**config.mk**
```make
export PLATFORM = sky130hd
export DESIGN_NAME = tti_monitor
export DESIGN_NICKNAME = d
export VERILOG_FILES = /design/src/rtl/tti_pkg.sv /design/src/rtl/tti_align.sv /design/src/rtl/tti_compare.sv /design/src/rtl/tti_capture.sv /design/src/rtl/tti_monitor.sv
export SDC_FILE = /design/constraint.sdc
export NUM_CORES = 1
export LEC_CHECK = 0
export ABC_AREA = 0
export CAP_MARGIN = 20
export CORE_MARGIN = 5
export CORE_UTILIZATION = 45
export CTS_BUF_LIST = sky130_fd_sc_hd__clkbuf_4 sky130_fd_sc_hd__clkbuf_8
export CTS_CLUSTER_DIAMETER = 150
export CTS_CLUSTER_SIZE = 14
export DETAILED_ROUTE_END_ITERATION = 8
export DONT_BUFFER_PORTS = 1
export SKIP_LAST_GASP = 1
export SYNTH_ARGS = -nofsm -noshare
export SYNTH_HDL_FRONTEND = slang
export SYNTH_SLANG_ARGS = --single-unit
```
**constraint.sdc**
```tcl
create_clock -name clk -period 3.4 [get_ports clk]
set_clock_uncertainty 0.2 [all_clocks]
set_input_delay 0.51 -clock clk [delete_from_list [all_inputs] [get_ports clk]]
set_output_delay 0.51 -clock clk [all_outputs]
set_load 0.005 [all_outputs]
```
**src/rtl/tti_pkg.sv**
```systemverilog
package tti_pkg;
  localparam int BW      = 8;
  localparam int MAX_LEN = 64;
  localparam int AW      = $clog2(MAX_LEN);
  localparam int SHORT_LEN = 16;
  localparam logic [BW-1:0] CH_CR = 8'h0D;
  localparam logic [BW-1:0] CH_LF = 8'h0A;

  typedef enum logic [2:0] {
    TTI_SHORT = 3'd0,
    TTI_LONG  = 3'd1,
    TTI_CRLF  = 3'd2,
    TTI_FIXED = 3'd3,
    TTI_FREE  = 3'd4
  } tti_mode_e;

  // Index of the final byte of one message period
  function automatic logic [AW-1:0] last_pos(tti_mode_e m);
    if (m == TTI_LONG || m == TTI_CRLF) return AW'(MAX_LEN - 1);
    return AW'(SHORT_LEN - 1);
  endfunction

  function automatic logic uses_msb(tti_mode_e m);
    return (m == TTI_SHORT) || (m == TTI_LONG);
  endfunction

  function automatic logic free_run(tti_mode_e m);
    return (m == TTI_FIXED) || (m == TTI_FREE);
  endfunction

  // Top bit that a byte at position p must carry
  function automatic logic msb_at(logic [AW-1:0] p);
    return (p == '0);
  endfunction

  function automatic logic [AW-1:0] step(logic [AW-1:0] p, logic [AW-1:0] last);
    return (p == last) ? '0 : p + AW'(1);
  endfunction
endpackage

```
**src/rtl/tti_align.sv**
```systemverilog
module tti_align
  import tti_pkg::*;
(
  input  logic          clk,
  input  logic          rst_n,
  input  logic          vld,
  input  logic [BW-1:0] data,
  input  tti_mode_e     md,
  output logic          lock_r,
  output logic [AW-1:0] pos,
  output logic          at_last,
  output logic          msb_bad,
  output logic          lock_set,
  output logic          lock_drop
);
  logic          cand;
  logic          prev_cr;
  logic [AW-1:0] last;
  logic          crlf_bad;
  logic          msb_set;
  logic          crlf_set;

  assign last     = last_pos(md);
  assign at_last  = (pos == last);
  assign msb_bad  = uses_msb(md) && lock_r && (data[BW-1] != msb_at(pos));
  assign crlf_bad = (md == TTI_CRLF) && lock_r &&
                    (((pos == last - AW'(1)) && data != CH_CR) ||
                     (at_last && data != CH_LF));
  assign lock_drop = vld && (msb_bad || crlf_bad);
  assign msb_set   = uses_msb(md) && !lock_r && cand && !data[BW-1] && at_last;
  assign crlf_set  = (md == TTI_CRLF) && !lock_r && prev_cr && (data == CH_LF);
  assign lock_set  = vld && (msb_set || crlf_set);

  always_ff @(posedge clk) begin
    if (!rst_n) begin
      lock_r  <= 1'b0;
      pos     <= '0;
      cand    <= 1'b0;
      prev_cr <= 1'b0;
    end else if (vld) begin
      prev_cr <= (data == CH_CR);
      if (free_run(md) || (lock_r && !lock_drop)) begin
        pos <= step(pos, last);
      end else if (uses_msb(md)) begin
        lock_r <= lock_set;
        if (data[BW-1]) begin
          cand <= 1'b1;
          pos  <= AW'(1);
        end else if (cand && !lock_r && !at_last) begin
          pos <= pos + AW'(1);
        end else begin
          cand <= 1'b0;
          pos  <= '0;
        end
      end else begin
        lock_r <= lock_set;
        pos    <= '0;
      end
    end
  end
endmodule

```
**src/rtl/tti_compare.sv**
```systemverilog
module tti_compare
  import tti_pkg::*;
(
  input  logic          clk,
  input  logic          rst_n,
  input  logic          chk_en,
  input  logic          vld,
  input  logic [BW-1:0] data,
  input  logic [BW-1:0] exp_data,
  input  tti_mode_e     md,
  input  logic          at_last,
  input  logic          lock_set,
  output logic          byte_diff,
  output logic          mm_clear,
  output logic          mismatch
);
  logic [BW-1:0] prev_byte;
  logic          have_prev;
  logic          msg_bad;

  assign byte_diff = (md == TTI_FREE) ? (have_prev && data != prev_byte)
                                      : (data != exp_data);
  assign mm_clear  = chk_en && at_last && !byte_diff && !msg_bad;

  always_ff @(posedge clk) begin
    if (!rst_n) begin
      prev_byte <= '0;
      have_prev <= 1'b0;
      msg_bad   <= 1'b0;
      mismatch  <= 1'b0;
    end else begin
      if (vld) begin
        prev_byte <= data;
        have_prev <= 1'b1;
      end
      if (lock_set) begin
        msg_bad <= 1'b0;
      end else if (chk_en) begin
        if (at_last) msg_bad <= 1'b0;
        else if (byte_diff) msg_bad <= 1'b1;
        if (byte_diff) mismatch <= 1'b1;
        else if (mm_clear) mismatch <= 1'b0;
      end
    end
  end
endmodule

```
**src/rtl/tti_capture.sv**
```systemverilog
module tti_capture
  import tti_pkg::*;
(
  input  logic          clk,
  input  logic          rst_n,
  input  logic          wr_en,
  input  logic [AW-1:0] wr_addr,
  input  logic [BW-1:0] wr_data,
  input  logic [AW-1:0] rd_addr,
  output logic [BW-1:0] rd_data
);
  logic [BW-1:0] mem [MAX_LEN];

  for (genvar g = 0; g < MAX_LEN; g++) begin : g_cell
    always_ff @(posedge clk) begin
      if (!rst_n) mem[g] <= '0;
      else if (wr_en && wr_addr == AW'(g)) mem[g] <= wr_data;
    end
  end

  assign rd_data = mem[rd_addr];
endmodule

```
**src/rtl/tti_monitor.sv**
```systemverilog
module tti_monitor
  import tti_pkg::*;
(
  input  logic          clk,
  input  logic          rst_n,
  input  logic          byte_vld,
  input  logic [BW-1:0] byte_in,
  input  logic [2:0]    mode,
  output logic [AW-1:0] exp_addr,
  input  logic [BW-1:0] exp_data,
  input  logic [AW-1:0] rd_addr,
  output logic [BW-1:0] rd_data,
  output logic          locked,
  output logic          mismatch
);
  tti_mode_e     md;
  logic          lock_r;
  logic [AW-1:0] pos;
  logic          at_last;
  logic          msb_bad;
  logic          lock_set;
  logic          lock_drop;
  logic          chk_en;
  logic          byte_diff;
  logic          mm_clear;

  assign md       = tti_mode_e'(mode);
  assign locked   = lock_r || free_run(md);
  assign chk_en   = byte_vld && locked;
  assign exp_addr = pos;

  tti_align u_align (
    .clk(clk), .rst_n(rst_n), .vld(byte_vld), .data(byte_in), .md(md),
    .lock_r(lock_r), .pos(pos), .at_last(at_last), .msb_bad(msb_bad),
    .lock_set(lock_set), .lock_drop(lock_drop)
  );

  tti_compare u_cmp (
    .clk(clk), .rst_n(rst_n), .chk_en(chk_en), .vld(byte_vld), .data(byte_in),
    .exp_data(exp_data), .md(md), .at_last(at_last), .lock_set(lock_set),
    .byte_diff(byte_diff), .mm_clear(mm_clear), .mismatch(mismatch)
  );

  tti_capture u_cap (
    .clk(clk), .rst_n(rst_n), .wr_en(chk_en), .wr_addr(pos), .wr_data(byte_in),
    .rd_addr(rd_addr), .rd_data(rd_data)
  );
endmodule

```
==> results of run 1 <==
## layer usage
metal	vias up	global-route usage
met4	0	0.0517
met2	503	0.324
li1	6306	-
met5	-	0
met3	74	0.0410
met1	7386	0.320
## registers in the layout (all words and copies together), names as in the netlist
signal / count
u_align.cand: 1
u_align.lock_r: 1
u_align.pos: 6
u_align.prev_cr: 1
u_cap.mem: 512
u_cmp.have_prev: 1
u_cmp.mismatch: 1
u_cmp.msg_bad: 1
u_cmp.prev_byte: 8
## worst max-delay path: cells and delay by family (launching register included)
family / cells / cell delay, ns
compound gates: 2 / 0.56
simple gates: 1 / 0.41
mux: 1 / 0.48
flops: 1 / 0.40
## cell families (layout without fill, tap and decap cells)
kind of cell             count (synthesis)  count (layout)  share of synthesized area
AND/OR/NAND/NOR                        690             690                      0.168
other                                    0               1                          0
buffers and inverters                  134             160                     0.0244
AO/OA/AOI/OAI                          151             151                     0.0385
multiplexers                           175             175                      0.134
adder cells (fa/ha/maj)                  4               4                    0.00199
flip-flops                             532             532                      0.626
XOR/XNOR                                21              21                    0.00730
## through the flow
step	hold WS, ns	utilization	setup slack (ns)	cells	power [W]
after floorplan	0.221	-	0.553	1707	0.00824
after global placement	0.232	0.472	0.621	2401	0.00837
after detailed placement	0.242	0.472	0.572	2401	0.00839
after CTS	0.00299	0.491	0.0955	2481	0.0120
after global routing	0.0334	0.491	0.0838	2481	0.0123
final	0.0515	0.491	0.190	2482	0.0119
## where the power goes
group | switching, W | internal [W]
sequential | 0.0000913 | 0.00739
combinational | 0.000517 | 0.000405
clock | 0.00214 | 0.00137
## layout make-up
cell class	count	area (um^2)	share of cell area
tap	748	936	0.0344
clock buffer	60	726	0.0267
inverter	5	18.8	0.000691
timing repair buffer	93	896	0.0330
multi-input combinational	1041	8810	0.324
antenna	1	2.50	0.0000921
clock inverter	2	16.3	0.000598
sequential	532	15800	0.580
## cell usage in the layout (no fill, tap or decap), types with 8 or more instances in the layout
cell,netlist,layout
o21ai_0,76,76
dfxtp_1,20,20
nor2_2,31,31
dlygate4sd3_1,0,8
o21ai_1,17,17
nor2_1,42,42
edfxtp_1,512,512
buf_4,12,75
mux4_2,129,129
nor2b_1,16,16
clkbuf_8,0,44
xnor2_1,20,20
nor2_4,9,9
buf_16,0,8
nand2_1,28,28
a221oi_1,24,24
and2_1,514,514
mux2i_1,46,46
clkbuf_4,0,16
## worst paths after layout
| kind | from | to | depth (start not counted) | slack, ns |
|---|---|---|---|---|
| max | u_cap.mem[21][1] | rd_data[1] | 4 | 0.19 |
| min | rst_n | u_cap.mem[13][3] | 2 | 0.05 |
| max reg2reg | u_align.pos[0] | u_align.pos[0] | 7 | 0.63 |
| min reg2reg | u_cmp.msg_bad | u_cmp.msg_bad | 2 | 0.27 |
## timing repair
action / CTS / global route
endpoints found under the hold margin: 661 / 0
gates resized for setup: 0 / 1
hold buffers: 18 / 0
endpoints found under the setup margin: 0 / 144
==> run_results.csv, run 1 <==
group,metric,value,unit
route,violation_count_after_the_first_detailed_routing_iteration,1393,
layout,area_growth,7.86,%
yosys,synthTopCellsByArea,"edfxtp_1 61%, and2_1 13%, mux4_2 12%",
clocking,tritoncts,"done",
yosys,count_leader_synth,"and2_1",
route,avgViaCountPerCell,5.75,
yosys,post_synth.cell_area_avg,14.8,um^2
setup_path,setup.worst_path.end_class,"output port",
yosys,ys.flop_type,"edfxtp_1",
sta,setup_violations,0,
sta,fin_tns_setup,0,ns
yosys,async_flop_share,0,
power_and_ir_drop,worst_case_vdd_ir_drop,0.270,mV
power_and_ir_drop,power_leakage,9.50,nW
yosys,syn_nets,1739,
route,postRouteAntennaNets,0,
clocking,cts-buffers-inserted,43,
global_routing,number_of_global_route_vias_before_repair,14400,
clocking,clock_sink_count,532,
route,met2WireLength,29300,um
global_routing,maximum_number_of_pins_on_one_net_before_global_route_repair,129,
yosys,yosys-top-cells-count,"514 x and2_1, 512 x edfxtp_1, 129 x mux4_2",
route,maxUsedRoutingLayer,"met4",
clocking,cts_buffer_depth,3,
yosys,post_synthesis_register_bit_count,532,
layout,final_cell_area,0.0272,mm^2
clocking,clk_root_buffer_cell,"clkbuf_8",
yosys,yosys.area.top_type,"edfxtp_1",
clocking,cts_post_setup_buffers_inserted,0,
route,dr_total_vias,14300,
yosys,synth_cell_type_count,62,
sta,maxClockFrequency,311,MHz
sta,layout_min_cycle_time,3.21,ns
setup_path,critPathArrivalTime,2.50,ns
route,drc_errors,0,
floorplan,die_width,247,um
placed_design,routability_congestion,0.822,
sta,final-hold-violation-count,0,
floorplan,core-area,0.0553,mm^2
yosys,yosysWarnings,0,
floorplan,initial_core_util,0.456,
layout,layout.nets,1748,
sta,rsz0062_at_grt,"false",
sta,timing.final.crit_share,0.944,
floorplan,floorplan.die_area,0.0608,mm^2
route,detail_route.wl_per_cell,25.9,um
clocking,worst_setup_hold_path_clk_slew,0.11,ns
route,wirelength,64300,um
job,max-cap-violations,0,
clocking,h-tree-depth,2,
yosys,synthDominantCellAreaShare,0.610,
yosys,mappedNetlistArea,0.0252,mm^2
layout,post_route_cells_drive_above_1_share,0.190,
yosys,synth.yosys.seq_area_share,0.626,
route,detail_route.first_pass.iterations,5,
placed_design,dpl_cell_area,0.0261,mm^2
sta,slew_violations,0,
global_routing,global_route.overflow_total,0,
setup_path,path_cells,"mux4_2, a221oi_1, o21ai_0, and4_1",
layout,num-fill-cells,4768,
sta,timing_worst_slew_pin_value,1.02,ns
global_routing,global_route.usage.total,0.213,
setup_path,crit_path_start_kind,"flip-flop",
placed_design,detailed_place_hpwl,39000,um
yosys,synth_edf_count,512,
global_routing,number_of_antenna_violations_at_the_first_check_in_global_routing,1,
placed_design,port_buffers,0,
clocking,worst_skew_pair.late_latency,0.65,ns
floorplan,rows,86,
setup_path,slowest_stage,"mux4_2",
route,m1WireLength,29000,um
setup_path,cp_slowest_stage_delay,0.48,ns
status,result_of_the_run,"finished, final reports clean",
setup_path,timing_worst_setup_path_type,"reg -> out",
route,detailroute.wirelength.met3,4590,um
floorplan,io-pin-count,44,
sta,worst_slew_margin_rel,0.317,
floorplan,die_h,247,um
global_routing,wire_length_of_the_first_global_routing_pass,96600,um
min_path,min-delay-path-class,"in -> reg",
yosys,synthCells,1707,
setup_path,required_worst_endpoint,2.69,ns
setup_path,max_fanout_on_critical_path,1,
power_and_ir_drop,p_per_area,438,mW/mm^2
No activity file was read; power rests on OpenSTA's default activity.
==> run 2: changes to the inputs <==
--- a/config.mk
+++ b/config.mk
@@ -7,6 +7,7 @@
 export LEC_CHECK = 0
 export ABC_AREA = 0
 export CAP_MARGIN = 20
+export CORE_ASPECT_RATIO = 1.25
 export CORE_MARGIN = 5
 export CORE_UTILIZATION = 45
 export CTS_BUF_LIST = sky130_fd_sc_hd__clkbuf_4 sky130_fd_sc_hd__clkbuf_8
@@ -14,6 +15,7 @@
 export CTS_CLUSTER_SIZE = 14
 export DETAILED_ROUTE_END_ITERATION = 8
 export DONT_BUFFER_PORTS = 1
+export PLACE_DENSITY = 0.57
 export SKIP_LAST_GASP = 1
 export SYNTH_ARGS = -nofsm -noshare
 export SYNTH_HDL_FRONTEND = slang
==> run_results.csv, run 2 (synthesized netlist as in run 1, its figures left out) <==
group,metric,value,unit
status,result_of_the_run,"finished, final reports clean",
floorplan,die_width,222,um
clocking,worst_skew_pair.late_latency,0.65,ns
min_path,min-delay-path-class,"in -> reg",
clocking,cts_buffer_depth,3,
clocking,clock_sink_count,532,
route,avgViaCountPerCell,5.68,
floorplan,initial_core_util,0.452,
layout,area_growth,7.73,%
global_routing,maximum_number_of_pins_on_one_net_before_global_route_repair,129,
sta,timing_worst_slew_pin_value,1.04,ns
route,detail_route.wl_per_cell,27.0,um
floorplan,core-area,0.0557,mm^2
global_routing,global_route.usage.total,0.218,
sta,setup_violations,0,
clocking,cts-buffers-inserted,43,
setup_path,slowest_stage,"mux4_2",
route,detail_route.first_pass.iterations,5,
setup_path,timing_worst_setup_path_type,"reg -> out",
layout,post_route_cells_drive_above_1_share,0.187,
sta,timing.final.crit_share,0.950,
power_and_ir_drop,worst_case_vdd_ir_drop,0.199,mV
global_routing,global_route.overflow_total,0,
setup_path,critPathArrivalTime,2.52,ns
placed_design,detailed_place_hpwl,40300,um
layout,top_regs,"u_cap.mem x512, u_cmp.prev_byte x8, u_align.pos x6",
layout,largest_register_ff_count,512,
route,wirelength,66600,um
layout,layout.cells.most_common,"and2_1",
sta,slew_violations,0,
placed_design,post_place_cells,2396,
clocking,clk_root_buffer_cell,"clkbuf_8",
layout,utilization,0.487,
layout,largest_register,"u_cap.mem",
layout,layout.nets,1752,
placed_design,port_buffers,0,
global_routing,number_of_antenna_violations_at_the_first_check_in_global_routing,5,
power_and_ir_drop,p_per_area,432,mW/mm^2
route,violation_count_after_the_first_detailed_routing_iteration,1416,
sta,rsz0062_at_grt,"false",
clocking,h-tree-depth,2,
floorplan,rows,97,
sta,maxClockFrequency,310,MHz
setup_path,path_cells,"mux4_2, a221oi_1, o21ai_0, nand2_1, nor2_1",
clocking,worst_setup_hold_path_clk_slew,0.11,ns
sta,worst_slew_margin_rel,0.305,
placed_design,place_worst_setup_slack,0.542,ns
placed_design,routability_congestion,0.845,
layout,most-common-layout-cells,"514 x and2_1, 512 x edfxtp_1, 129 x mux4_2",
sta,final-hold-violation-count,0,
setup_path,max_fanout_on_critical_path,1,
route,drc_errors,0,
power_and_ir_drop,finalPower,0.0117,W
setup_path,crit_path_start_kind,"flip-flop",
floorplan,floorplan.die_area,0.0609,mm^2
job,max-cap-violations,0,
global_routing,wire_length_of_the_first_global_routing_pass,98600,um
sta,layout_min_cycle_time,3.23,ns
floorplan,io-pin-count,44,
setup_path,setup.worst_path.end_class,"output port",
layout,num-fill-cells,4649,
sta,fin_tns_setup,0,ns
sta,fin_worst_setup_slack,0.171,ns
setup_path,required_worst_endpoint,2.69,ns
route,dr_total_vias,14000,
power_and_ir_drop,power_leakage,9.48,nW
setup_path,cp_slowest_stage_delay,0.49,ns
setup_path,regToRegSetupSlack,0.21,ns
clocking,tritoncts,"done",
route,postRouteAntennaNets,0,
floorplan,die_h,275,um
global_routing,number_of_global_route_vias_before_repair,14500,
layout,finish.cell_count_without_fillers,2472,
[run 2: area by class of cell]
class	instances	area, um^2	share of cell area
clock buffer	51	652	0.0240
clock inverter	3	22.5	0.000830
sequential	532	15800	0.581
multi-input combinational	1041	8810	0.325
tap	742	928	0.0342
inverter	5	18.8	0.000691
antenna	1	2.50	0.0000922
timing repair buffer	97	933	0.0344
[run 2: per-layer routing]
layer / up-vias / part of all wire / global-route usage
met1: 7268 / 0.40 / 0.278
met3: 95 / 0.051 / 0.0353
met2: 376 / 0.52 / 0.393
met4: 4 / 0.024 / 0.0519
li1: 6295 / - / -
met5: - / 0.00035 / 0
[run 2: power by group]
group          total, W  internal, W  switching (W)
registers       0.00748      0.00739      0.0000885
logic          0.000926     0.000405       0.000521
clock network   0.00331      0.00124        0.00207
total            0.0117      0.00904        0.00268
[run 2: worst paths after layout]
check                                      end  cells past startpoint              from
worst max-delay path                rd_data[2]                      5  u_cap.mem[15][2]
worst min-delay path            u_align.lock_r                      4        byte_in[2]
worst max register to register  u_align.pos[2]                      8    u_align.pos[0]
worst min register to register   u_cmp.msg_bad                      2     u_cmp.msg_bad
[run 2: critical path: cells and delay by family, from the launching register on]
kind	cells	cell delay [ns]
mux	1	0.49
compound gates	2	0.76
simple gates	2	0.24
flops	1	0.37
[run 2: timing repair]
| action | CTS | global route |
|---|---|---|
| setup endpoints to repair | 1 | 117 |
| hold buffers | 21 | 0 |
| hold endpoints to repair | 580 | 0 |
| setup buffers | 0 | 0 |
| gates resized for setup | 1 | 1 |
[run 2: stage by stage]
step	hold WS, ns	cell area [um^2]
global placement	0.232	26100
CTS	0.000582	27100
detailed placement	0.240	26100
finish	0.0627	27100
floorplan	0.221	25200
global route	0.0193	27100
